--- config.mk ---
export PLATFORM = sky130hd
export DESIGN_NAME = dcc_rules
export DESIGN_NICKNAME = d
export VERILOG_FILES = /design/src/rtl/dcc_pkg.sv /design/src/rtl/dcc_side_check.sv /design/src/rtl/dcc_rules.sv
export SDC_FILE = /design/constraint.sdc
export NUM_CORES = 1
export LEC_CHECK = 0
export ABC_CLOCK_PERIOD_IN_PS = 2800
export CAP_MARGIN = 20
export CORE_ASPECT_RATIO = 0.7
export CORE_MARGIN = 4
export CORE_UTILIZATION = 38
export DETAILED_ROUTE_END_ITERATION = 7
export GPL_ROUTABILITY_DRIVEN = 0
export PLACE_DENSITY = 0.9
export SKIP_LAST_GASP = 1
export SLEW_MARGIN = 40
export SYNTH_ARGS = -nofsm -noshare
export SYNTH_HDL_FRONTEND = slang
export SYNTH_SLANG_ARGS = --single-unit
--- constraint.sdc ---
create_clock -name vclk -period 2.8
set_input_delay 0.56 -clock vclk [all_inputs]
set_output_delay 0.56 -clock vclk [all_outputs]
set_load 0.03 [all_outputs]
--- src/rtl/dcc_pkg.sv ---
package dcc_pkg;
   localparam int ERR_W    = 8;
   localparam int SPACE_W  = 4;
   localparam int WCODE_W  = 2;

   // error vector bit positions (decoded by software)
   localparam int EB_SRC   = 0;
   localparam int EB_DST   = 1;
   localparam int EB_OPC   = 2;
   localparam int EB_SIZE  = 3;
   localparam int EB_BUS   = 4;
   localparam int EB_WIN   = 5;
   localparam int EB_NOWIN = 6;
   localparam int EB_SPACE = 7;

   localparam logic [SPACE_W-1:0] SPACE_INTERNAL = 4'h7;
   localparam logic [SPACE_W-1:0] SPACE_CTRL     = 4'hA;
   localparam logic [SPACE_W-1:0] SPACE_SYSTEM   = 4'h9;

   typedef enum logic [WCODE_W-1:0] {
      WID_1B  = 2'd0,
      WID_2B  = 2'd1,
      WID_4B  = 2'd2,
      WID_BAD = 2'd3
   } width_code_e;

   typedef logic [ERR_W-1:0] err_vec_t;

   function automatic logic space_is_legal(input logic [SPACE_W-1:0] id);
      return (id == SPACE_INTERNAL) || (id == SPACE_CTRL) || (id == SPACE_SYSTEM);
   endfunction

   function automatic logic [1:0] low_mask(input logic [WCODE_W-1:0] code);
      case (code)
         WID_2B:  return 2'b01;
         WID_4B:  return 2'b11;
         default: return 2'b00;
      endcase
   endfunction
endpackage

--- src/rtl/dcc_side_check.sv ---
module dcc_side_check
   import dcc_pkg::*;
#(
   parameter int ADDR_W = 32
) (
   input  logic [ADDR_W-1:0]  addr_i,
   input  logic [SPACE_W-1:0] space_i,
   input  logic [1:0]         mask_i,
   input  logic               win_ok_i,
   input  logic [ADDR_W-1:0]  base_i,
   input  logic [ADDR_W-1:0]  limit_i,
   output logic               misalign_o,
   output logic               outside_o,
   output logic               internal_o,
   output logic               illegal_o
);
   always_comb begin
      internal_o = (space_i == SPACE_INTERNAL);
      illegal_o  = !space_is_legal(space_i);
      misalign_o = |(addr_i[1:0] & mask_i);
      outside_o  = internal_o && win_ok_i && ((addr_i < base_i) || (addr_i > limit_i));
   end
endmodule

--- src/rtl/dcc_rules.sv ---
module dcc_rules
   import dcc_pkg::*;
#(
   parameter int ADDR_W = 32,
   parameter int SIZE_W = 32,
   parameter int OPC_W  = 4
) (
   input  logic [ADDR_W-1:0]  src_addr_i,
   input  logic [ADDR_W-1:0]  dst_addr_i,
   input  logic [7:0]         space_id_i,
   input  logic [1:0]         width_code_i,
   input  logic [SIZE_W-1:0]  total_size_i,
   input  logic [SIZE_W-1:0]  chunk_size_i,
   input  logic [OPC_W-1:0]   opcode_i,
   input  logic [ADDR_W-1:0]  range_base_i,
   input  logic [ADDR_W-1:0]  range_limit_i,
   input  logic               range_valid_i,
   output err_vec_t           err_o
);
   localparam int SIDES = 2;
   localparam logic [OPC_W-1:0] OPC_LAST = OPC_W'(3);

   logic [SIDES-1:0][ADDR_W-1:0]  side_addr;
   logic [SIDES-1:0][SPACE_W-1:0] side_space;
   logic [SIDES-1:0]              misalign, outside, internal, illegal;
   logic [1:0]                    mask;
   logic                          win_ok, win_inverted;
   logic                          width_bad, size_zero, hashing, hash_narrow, opc_bad;

   assign side_addr[0]  = src_addr_i;
   assign side_addr[1]  = dst_addr_i;
   assign side_space[0] = space_id_i[3:0];
   assign side_space[1] = space_id_i[7:4];

   assign mask         = low_mask(width_code_i);
   assign win_inverted = range_valid_i && (range_base_i > range_limit_i);
   assign win_ok       = range_valid_i && !win_inverted;

   for (genvar s = 0; s < SIDES; s++) begin : g_side
      dcc_side_check #(.ADDR_W(ADDR_W)) side_i (
         .addr_i     (side_addr[s]),
         .space_i    (side_space[s]),
         .mask_i     (mask),
         .win_ok_i   (win_ok),
         .base_i     (range_base_i),
         .limit_i    (range_limit_i),
         .misalign_o (misalign[s]),
         .outside_o  (outside[s]),
         .internal_o (internal[s]),
         .illegal_o  (illegal[s])
      );
   end

   assign width_bad   = (width_code_i == WID_BAD);
   assign size_zero   = (total_size_i == '0) || (chunk_size_i == '0);
   assign hashing     = (opcode_i != '0) && (opcode_i <= OPC_LAST);
   assign hash_narrow = hashing && (width_code_i != WID_4B);
   assign opc_bad     = (opcode_i > OPC_LAST);

   always_comb begin
      err_o           = '0;
      err_o[EB_SRC]   = misalign[0] || outside[0] || (src_addr_i[1:0] != dst_addr_i[1:0]);
      err_o[EB_DST]   = misalign[1] || outside[1];
      err_o[EB_OPC]   = opc_bad;
      err_o[EB_SIZE]  = width_bad || size_zero || hash_narrow;
      err_o[EB_BUS]   = 1'b0;
      err_o[EB_WIN]   = win_inverted;
      err_o[EB_NOWIN] = (|internal) && !range_valid_i;
      err_o[EB_SPACE] = |illegal;
   end

   always_comb begin
      assert (!(err_o[EB_WIN] && (outside != '0)))
         else $error("AST_WINDOW_EXCLUSIVE");
   end
endmodule

==> reports/results.txt <==
Die ar.: 0.0122 sq mm
DR vias: 6376
WP data required: 2.24 ns
Vias in the first global route: 6263
Antenna violations before repair: 0
Top delay family on crit path: compound AO/OA/AOI/OAI gates
DR DRC count: 0
Hold Buf Count CTS: 0
Total gr overflow: 0
Critical path buffers and inverters: 3
Max-cap viol count: 0
DP HPWL: 16300 um
Power Total: 1.51 mW
PD cells: 175 mW/mm^2
Area growth, synth to finish: 116%
Nets@finish: 1254
DRT Pass-1 Iters: 8
Violated checks: setup timing
IO buf count: 214
Worst EP arrival: 2.94 ns
Fin. Hold Viols: 0
Hold path start: range_valid_i
Die height: 93.7 um
WL final: 24800 um
Setup ws final: -0.696 ns
Startpoint types: primary input
# IOs: 215
Post-Syn Instances: 533
Synth area leaders: ha_1 50%, a21oi_1 7.3%, inv_1 6.5%
Synthesized area: 0.00398 sq mm
WHS Path Cells: 3
Avg Cell Area, Syn: 7.47 sq um
Worst vdd ir: 92.0 uV
Remaining antenna violation count: 0
Tightest Hold Check Type: in2out
Crit-path max FO: 3
Placed Area: 0.00726 sq mm
Delay of the slowest cell on the worst path: 0.43 ns
Design area: 0.00861 sq mm
Max-slew violations: 0
Vias per Instance: 6.29
Slew @ Worst Pin: 0.701 ns
DRT iter0 DRCs: 597
Setup Viol. Count Final: 3
Cell at the slowest stage of the critical path: a221o_1
Tmin final: 3.50 ns
Sequential area share after synthesis: 0%
Count leader, synth: ha_1
Register area: 0 sq um
First-pass GRT wire length: 30400 um
Critical path, cell by cell: buf_6 -> inv_8 -> ha_4 -> a21oi_2 -> nand2_1 -> a221o_1 -> o31a_1 -> o21ai_2 -> or3b_4 -> a22oi_2 -> buf_12
Top cell type's share of synthesized area: 50.3%
Final period util: 125%
Core Area: 0.00995 sq mm
Starting Density: 40.0%
Worst Hold End: err_o[6]
Hold_ws: 1.87 ns
Syn_nets: 900
Clock buffers: 0
RSZ-0062 raised after global routing: true
Core Rows: 30
Filler cells: 496
Share of layout cells above drive strength 1: 40.7%
Leak pwr: 4.03 nW
Num sequential: 0
Largest net degree at the start of global routing: 5
Crit end category: output pin
Multi-input logic area: 0.00498 sq mm
Status: finished, violations left
Synth unique cells: 42
GRT Total Usage: 30.9%
Setup TNS Final: -1.72 ns
Max_slew headroom: 52.8%
Fmax: 0.286 GHz
Post-synth top cells: 160 x ha_1, 69 x inv_1, 58 x a21oi_1
Syn. warnings: 0
Cell taking the most area after synthesis: ha_1
Post-Place Setup Slack: -0.982 ns
Kind of critical path: in2out
DR WL/cell: 24.4 um
Die Width: 130 um
[cell type report]
class,count,share of cell area (%)
tap,128,1.86
antenna,1,0.0291
timing repair buffer,355,36.7
inverter,69,3.53
multi-input combinational,461,57.8
[layout by cell type (no fill, tap or decap), types with 23 or more instances in the layout]
cell,n
clkbuf_2,24
nand2_1,41
ha_1,90
inv_1,36
inv_2,23
ha_4,67
nand4_1,26
clkdlybuf4s50_1,97
buf_6,26
a21oi_1,38
buf_4,130
dlygate4sd2_1,25
[kinds of logic (layout without fill, tap and decap cells)]
kind of cell / after synthesis / count (layout) / share of synthesized area (%)
buffers and inverters: 72 / 424 / 7.07
muxes: 1 / 1 / 0.251
AOI/OAI and AO/OA: 138 / 138 / 21.3
other: 1 / 2 / 0.0942
and+or+nand+nor: 161 / 161 / 21.0
adders and majority gates: 160 / 160 / 50.3
[worst min-delay path: cells and delay by family]
| family | cells | cell delay (ns) |
|---|---|---|
| buffers and inverters | 2 | 0.68 |
| AO/OA/AOI/OAI | 1 | 0.07 |
[per-stage QoR]
stage               instances  utilization (%)
floorplan                 533                -
CTS                      1001             79.8
detailed placement        978             73.0
global placement          978             73.0
finish                   1014             86.6
global route             1013             86.5
[what timing repair did]
action | CTS | global route
buffers inserted | 24 | 14
pin swaps | 81 | 83
resized for setup | 263 | 191
endpoints found under the setup margin | 3 | 4
[power breakdown]
group	leakage (nW)	internal, mW	switching, mW	total [mW]
combinational	4.03	0.792	0.717	1.51
clock	0.00000634	0.0000000479	0	0.0000000479
sequential	0	0	0	0
total	4.03	0.792	0.717	1.51
[worst max path at each step]
stage                                  from  cells after the start        to
after detailed placement  range_limit_i[14]                     11  err_o[0]
final                     range_limit_i[14]                     11  err_o[1]
after global routing       range_base_i[13]                     11  err_o[1]
after floorplan            range_base_i[14]                      8  err_o[1]
after global placement      range_base_i[5]                     11  err_o[1]
after CTS                   range_base_i[5]                     11  err_o[1]
[routing by layer]
metal | part of all wire [%] | GRT usage (%)
met5 | 0 | 0
met4 | 8.4 | 10.3
met3 | 11 | 7.50
met2 | 47 | 56.5
met1 | 34 | 35.0
Note: power is estimated with default switching activity, not from simulation.
